--- src/rtl/region_access_seq.sv ---
module region_access_seq #(
  parameter int ADDR_W    = 32,
  parameter int TBL_PAGES = 8,
  parameter int MEM_CYCLE = 3,
  localparam int PIDX_W   = (TBL_PAGES > 1) ? $clog2(TBL_PAGES) : 1
) (
  input  logic              clk,
  input  logic              rst_n,
  input  logic              cfg_we,
  input  logic [PIDX_W-1:0] cfg_page,
  input  logic [1:0]        cfg_type,
  input  logic              req_valid,
  output logic              req_ready,
  input  logic [ADDR_W-1:0] req_addr,
  input  logic [1:0]        req_size,
  input  logic              req_write,
  input  logic              req_fetch,
  input  logic [31:0]       req_wdata,
  output logic              done,
  output logic [31:0]       rdata,
  output logic              bus_req,
  output logic [ADDR_W-1:0] bus_addr,
  output logic [1:0]        bus_size,
  output logic              bus_write,
  output logic [31:0]       bus_wdata,
  input  logic              bus_ack,
  input  logic [31:0]       bus_rdata,
  output logic              fmem_en,
  output logic [ADDR_W-1:0] fmem_addr,
  output logic [1:0]        fmem_size,
  output logic              fmem_write,
  output logic [31:0]       fmem_wdata,
  input  logic [31:0]       fmem_rdata
);
  localparam int DW = $clog2(2 * MEM_CYCLE + 1);
  localparam logic [1:0] RT_NONE = 2'd0, RT_SHARED = 2'd1, RT_FAST32 = 2'd2, RT_FAST16 = 2'd3;
  localparam logic [1:0] SZ_B = 2'd0, SZ_W = 2'd1, SZ_L = 2'd2;
  localparam logic [1:0] ST_IDLE = 2'd0, ST_FAST = 2'd1, ST_BUS = 2'd2;

  logic [1:0]        tbl [TBL_PAGES];
  logic [1:0]        st;
  logic [DW-1:0]     debt;
  logic [ADDR_W-1:0] a_addr, b_addr;
  logic [1:0]        a_size, b_size, a_cost;
  logic              a_wr, a_fetch;
  logic [31:0]       a_wdata, b_wdata;
  logic              b_last, b_split, b_words;
  logic [15:0]       acc;

  logic [PIDX_W-1:0] pg;
  logic              in_tbl;
  logic [1:0]        rtype, units;
  logic              split;
  logic              accept;

  function automatic logic [31:0] fit(input logic [31:0] d, input logic [1:0] sz);
    case (sz)
      SZ_B:    fit = {24'd0, d[7:0]};
      SZ_W:    fit = {16'd0, d[15:0]};
      default: fit = d;
    endcase
  endfunction

  assign pg     = req_addr[16 +: PIDX_W];
  assign in_tbl = (req_addr[ADDR_W-1:16+PIDX_W] == '0) && (int'(pg) < TBL_PAGES);
  assign rtype  = in_tbl ? tbl[pg] : RT_NONE;
  assign accept = req_valid && req_ready;
  assign split  = (rtype == RT_SHARED) &&
                  (((req_size == SZ_L) && (req_addr[1:0] != 2'd0)) ||
                   ((req_size == SZ_W) && (req_addr[1:0] == 2'd3) && !req_fetch));

  always_comb begin
    units = 2'd1;
    case (rtype)
      RT_FAST32: if (req_size == SZ_L) units = (req_addr[1:0] != 2'd0) ? 2'd2 : 2'd1;
                 else if (req_size == SZ_W && req_addr[1:0] == 2'd3) units = 2'd2;
      RT_FAST16: if (req_size == SZ_L) units = 2'd2;
                 else if (req_size == SZ_W && req_addr[1:0] == 2'd3) units = 2'd2;
      default:   units = 2'd0;
    endcase
  end

  always_ff @(posedge clk) begin
    if (!rst_n) begin
      for (int i = 0; i < TBL_PAGES; i++) tbl[i] <= RT_NONE;
    end else if (cfg_we && int'(cfg_page) < TBL_PAGES) begin
      tbl[cfg_page] <= cfg_type;
    end
  end

  always_ff @(posedge clk) begin
    if (!rst_n) begin
      st <= ST_IDLE; debt <= '0; done <= 1'b0; rdata <= '0;
      a_addr <= '0; a_size <= SZ_B; a_cost <= '0; a_wr <= 1'b0; a_fetch <= 1'b0; a_wdata <= '0;
      b_addr <= '0; b_size <= SZ_B; b_wdata <= '0; b_last <= 1'b0; b_split <= 1'b0; b_words <= 1'b0;
      acc <= '0;
    end else begin
      done <= 1'b0;
      if (debt != '0) debt <= debt - 1'b1;
      case (st)
        ST_IDLE: if (accept) begin
          a_addr <= req_addr; a_size <= req_size; a_wr <= req_write;
          a_fetch <= req_fetch; a_wdata <= req_wdata; a_cost <= units;
          if (rtype == RT_SHARED) begin
            st      <= ST_BUS;
            b_addr  <= req_addr;
            b_last  <= !split;
            b_split <= split;
            b_words <= (req_size == SZ_L);
            b_size  <= split ? ((req_size == SZ_L) ? SZ_W : SZ_B) : req_size;
            b_wdata <= !split ? req_wdata :
                       (req_size == SZ_L) ? {16'd0, req_wdata[31:16]} : {24'd0, req_wdata[15:8]};
          end else begin
            st <= ST_FAST;
          end
        end
        ST_FAST: begin
          st    <= ST_IDLE;
          done  <= 1'b1;
          rdata <= fit(fmem_rdata, a_size);
          debt  <= (a_cost == 2'd0) ? '0 : DW'(int'(a_cost) * MEM_CYCLE - 1);
        end
        ST_BUS: if (bus_ack) begin
          if (b_last) begin
            st    <= ST_IDLE;
            done  <= 1'b1;
            rdata <= !b_split ? fit(bus_rdata, b_size) :
                     b_words ? {acc, bus_rdata[15:0]} : {16'd0, acc[7:0], bus_rdata[7:0]};
          end else begin
            acc     <= b_words ? bus_rdata[15:0] : {8'd0, bus_rdata[7:0]};
            b_addr  <= b_addr + (b_words ? ADDR_W'(2) : ADDR_W'(1));
            b_wdata <= b_words ? {16'd0, a_wdata[15:0]} : {24'd0, a_wdata[7:0]};
            b_last  <= 1'b1;
          end
        end
        default: st <= ST_IDLE;
      endcase
    end
  end

  assign req_ready  = (st == ST_IDLE) && (debt == '0);
  assign bus_req    = (st == ST_BUS);
  assign bus_addr   = b_addr;
  assign bus_size   = b_size;
  assign bus_write  = a_wr;
  assign bus_wdata  = b_wdata;
  assign fmem_en    = (st == ST_FAST);
  assign fmem_addr  = a_addr;
  assign fmem_size  = a_size;
  assign fmem_write = a_wr;
  assign fmem_wdata = a_wdata;

  a_r5_bus_hold: assert property (@(posedge clk) disable iff (!rst_n)
    bus_req && !bus_ack |=> bus_req && $stable(bus_addr) && $stable(bus_size) && $stable(bus_wdata));
  a_r2_long_aligned: assert property (@(posedge clk) disable iff (!rst_n)
    bus_req && bus_size == SZ_L |-> bus_addr[1:0] == 2'd0);
  a_r3_no_odd_word: assert property (@(posedge clk) disable iff (!rst_n)
    bus_req && bus_size == SZ_W && !a_fetch && a_size == SZ_W |-> bus_addr[1:0] != 2'd3);
  a_r9_fast_done: assert property (@(posedge clk) disable iff (!rst_n)
    fmem_en |=> done && !fmem_en);
  a_r11_done_pulse: assert property (@(posedge clk) disable iff (!rst_n)
    done |=> !done);
  a_r5_one_port: assert property (@(posedge clk) disable iff (!rst_n)
    !(bus_req && fmem_en));
endmodule

--- config.mk ---
export PLATFORM = sky130hd
export DESIGN_NAME = region_access_seq
export DESIGN_NICKNAME = d
export VERILOG_FILES = /design/src/rtl/region_access_seq.sv
export SDC_FILE = /design/constraint.sdc
export NUM_CORES = 1
export LEC_CHECK = 0
export ABC_AREA = 1
export BUFFER_PORTS_ARGS = -buffer_cell sky130_fd_sc_hd__buf_4
export CAP_MARGIN = 15
export CORE_ASPECT_RATIO = 1.75
export CORE_MARGIN = 2
export CORE_UTILIZATION = 40
export CTS_BUF_LIST = sky130_fd_sc_hd__clkbuf_4
export DETAILED_ROUTE_END_ITERATION = 16
export PLACE_DENSITY = 0.7
export SLEW_MARGIN = 30
export SYNTH_ARGS = -nofsm -noshare
export SYNTH_HDL_FRONTEND = slang
export SYNTH_SLANG_ARGS = --single-unit
--- constraint.sdc ---
create_clock -name clk -period 3.03 [get_ports clk]
set_input_delay 0.606 -clock clk [delete_from_list [all_inputs] [get_ports clk]]
set_output_delay 0.606 -clock clk [all_outputs]
set_load 0.05 [all_outputs]
==> impl_metrics.json <==
{
  "ctsResizeCount": 0,
  "r2r-end": "bus_addr[18]",
  "via_per_inst": 5.22,
  "post_synth_num_cell_types": 35,
  "setup_violations": 0,
  "antenna_found_initial": 1,
  "ir_drop_v": 0.000460,
  "vias": 11300,
  "dp_hpwl_mm": 27.0,
  "max-cap-violations": 0,
  "io_pins": 312,
  "fp.dieW_um": 125,
  "drive_gt1_share_pct": 23.5,
  "crit_chain": "inv_1 > ha_1 > inv_1 > fa_1 > inv_1 > nand2_1 > nor2_1 > nand4_1 > nor2_1 > nand2_1 > xor2_1 > o21ai_0 > nor2_1 > nor2_1",
  "initial_utilization_pct": 40.6,
  "reg2regPathDepth": 14,
  "synth_nets": 1669,
  "clk_pin_slew_ns": 0.08,
  "post-route-period-util_pct": 89.7,
  "syn_area_per_cell_um2": 6.72,
  "cts_buffers": 49,
  "final_hold_viol_count": 0,
  "slew_violations": 0,
  "fin_worst_skew_ns": 0.0589,
  "tns_ns": 0,
  "postCtsHoldBufs": 0,
  "sw_frac_of_total_pct": 45.5,
  "route.met2.wl_mm": 18.6,
  "routed.top_layer": "met4",
  "die_area_um2": 26900,
  "core-area_um2": 25100,
  "root_buffer": "clkbuf_4",
  "synth-seq-cells": 208,
  "grt_usage_pct": 26.5,
  "wirelength_mm": 36.8,
  "yosysWarningCount": 0,
  "crit_type": "reg -> reg",
  "fin_util_pct": 53.1,
  "die_h_um": 215,
  "gr-total-overflow": 0,
  "worstPathArrival_ns": 3.38,
  "power_switching_mw": 4.78,
  "endpoint": "bus_addr[18]",
  "startpoint_type": "flip-flop",
  "power_frac_comb_pct": 43.3,
  "grt_max_degree": 64,
  "grt_pass1_vias": 11000,
  "htreeDepth": 2,
  "initialDrtViolationCount": 626,
  "end_kind": "flip-flop",
  "rrSetupSlack_ns": 0.31,
  "avgRoutedWirePerCell_um": 17.0,
  "rows": 77,
  "p_int_mw": 5.73,
  "finalNetCount": 1961,
  "syn-cell-area_um2": 10200,
  "area_growth_pct": 30.9,
  "slowest_stage": "fa_1",
  "postRouteAntennaNets": 0,
  "cts_tree": "done",
  "crit_start": "b_words",
  "drcViolationCount": 0,
  "status": "complete, no violations",
  "max_stage_delay_ns": 0.36,
  "cts.sinks": 208,
  "fmax_mhz": 368,
  "synthesis.instances": 1519,
  "timing.rr.start": "b_words",
  "power_density_nw_per_um2": 786,
  "p_leak_nw": 5.89,
  "seq_area_frac_synth_pct": 42.4,
  "cts_setup_buffers": 0,
  "clockPowerShare_pct": 21.8,
  "dr.pass1.iters": 5,
  "cts_buffer_depth": 3,
  "port_buffers": 311,
  "rsz0062_at_grt": "false",
  "slew_headroom_pct": 41.8,
  "hold_class": "in -> reg",
  "layout_min_cycle_time_ns": 2.72,
  "worstPathRequired_ns": 3.69,
  "gp_congestion": 0.899,
  "met1_length_mm": 13.1,
  "tightest_slew_ns": 0.872,
  "seqPwrFrac_pct": 34.9,
  "worstSkewPairLatency_ns": 0.72,
  "crit_fanout": 4,
  "wl_met3_mm": 2.83,
  "holdPathStages": 3,
  "grt_pass1_wl_mm": 57.4,
  "crit_top_cell": "nor2_1"
}
critical path: cells and delay by family (launching register included):
kind	cells	cell delay, ns
AOI/OAI and AO/OA	1	0.20
xor gates and xnor gates	1	0.16
adders and majority gates	2	0.56
buffers and inverters	3	0.28
DFF	1	0.34
and+or+nand+nor	7	1.13
stage by stage:
step / setup WS [ns] / hold WS, ns / power [mW] / std cells / instance area (um2)
global route: 0.0617 / 0.123 / 11.1 / 2160 / 13400
detailed placement: 0.371 / 0.457 / 8.27 / 2076 / 12800
floorplan: 0.379 / 0.440 / 6.75 / 1519 / 10200
CTS: 0.385 / 0.108 / 10.6 / 2159 / 13400
finish: 0.311 / 0.149 / 10.5 / 2160 / 13400
global placement: 0.406 / 0.452 / 8.23 / 2076 / 12800
cell usage after synthesis:
cell	number	area, um2
a211oi_1	5	37.5
a21boi_0	2	15.0
a21oi_1	188	941
a22oi_2	1	12.5
a31oi_1	18	113
and3_1	1	6.26
buf_1	4	15.0
buf_2	13	65.1
buf_4	4	30.0
buf_6	3	33.8
clkbuf_1	69	259
dfxtp_1	192	3840
edfxtp_1	16	480
fa_1	1	20.0
ha_1	7	87.6
inv_1	109	409
inv_2	4	15.0
inv_4	1	6.26
nand2_1	455	1710
nand2_2	3	18.8
nand3_1	101	505
nand3_2	1	10.0
nand3_4	2	35.0
nand3b_1	1	7.51
nand4_1	18	113
nor2_1	124	465
nor2_2	4	25.0
nor3_1	15	75.1
nor3b_1	1	7.51
o21ai_0	132	661
o21ai_1	3	15.0
o31ai_1	1	7.51
or2_2	4	25.0
xnor2_1	5	43.8
xor2_1	11	96.3
final cells by class:
class | count | area, um2
diodes | 1 | 2.50
flip-flops and latches | 208 | 4320
clock buffers | 70 | 526
clock inverters | 13 | 76.3
well taps | 316 | 395
fillers | 2580 | 11800
repair buffers | 334 | 2540
multi-input cells | 1104 | 5060
inverters | 114 | 433
kinds of logic (layout without fill, tap and decap cells):
family | after synthesis | after routing | synth area share [%]
AO/OA/AOI/OAI | 350 | 350 | 17.6
flip-flops | 208 | 208 | 42.4
buffers and inverters | 207 | 531 | 8.16
other | 0 | 1 | 0
XOR/XNOR | 16 | 16 | 1.37
AND/OR/NAND/NOR | 730 | 730 | 29.4
adder cells (fa/ha/maj) | 8 | 8 | 1.05
how the worst min path moves through the flow:
| stage | startpoint | endpoint | slack [ns] |
|---|---|---|---|
| after detailed placement | bus_wdata[25] | bus_wdata[25] | 0.46 |
| after global placement | fmem_size[0] | fmem_size[0] | 0.45 |
| after global routing | req_addr[6] | fmem_addr[6] | 0.12 |
| after CTS | req_addr[8] | fmem_addr[8] | 0.11 |
| final | req_addr[8] | fmem_addr[8] | 0.15 |
| after floorplan | acc[0] | acc[0] | 0.44 |
per-layer routing:
layer  global-route usage [%]  up-vias
li1                         -     5559
met1                     28.1     5127
met2                     46.6      468
met3                     6.82      113
met4                     16.7        0
met5                        0        -
layout by cell type, fill, tap and decap left out, types with 5 or more instances in the layout:
cell type,synthesis,routed
buf_4,4,331
dfxtp_1,192,192
nor2_2,4,6
edfxtp_1,16,16
nor3_1,15,15
xnor2_1,5,5
a21oi_1,188,188
clkbuf_4,0,70
a31oi_1,18,18
inv_1,109,107
a211oi_1,5,5
o21ai_0,132,132
nand3_1,101,101
ha_1,7,6
nand2_1,455,454
clkinv_1,0,10
nand4_1,18,18
xor2_1,11,11
inv_2,4,6
nor2_1,124,122
power groups by stage:
| stage | clock network (mW) | registers (mW) | logic [mW] |
|---|---|---|---|
| global placement | 0 | 3.71 | 4.52 |
| detailed placement | 0 | 3.72 | 4.56 |
| CTS | 2.35 | 3.67 | 4.57 |
| finish | 2.29 | 3.67 | 4.55 |
| global route | 2.48 | 3.73 | 4.85 |
| floorplan | 0 | 5.30 | 1.45 |
flip-flops by register name, indices dropped and copies added (netlist names), 3 cells and up:
signal / cells
bus_addr: 32
bus_wdata: 32
fmem_addr: 32
fmem_wdata: 32
rdata: 32
acc: 16
tbl: 16
debt: 3
(Power assumes the default switching activity.)
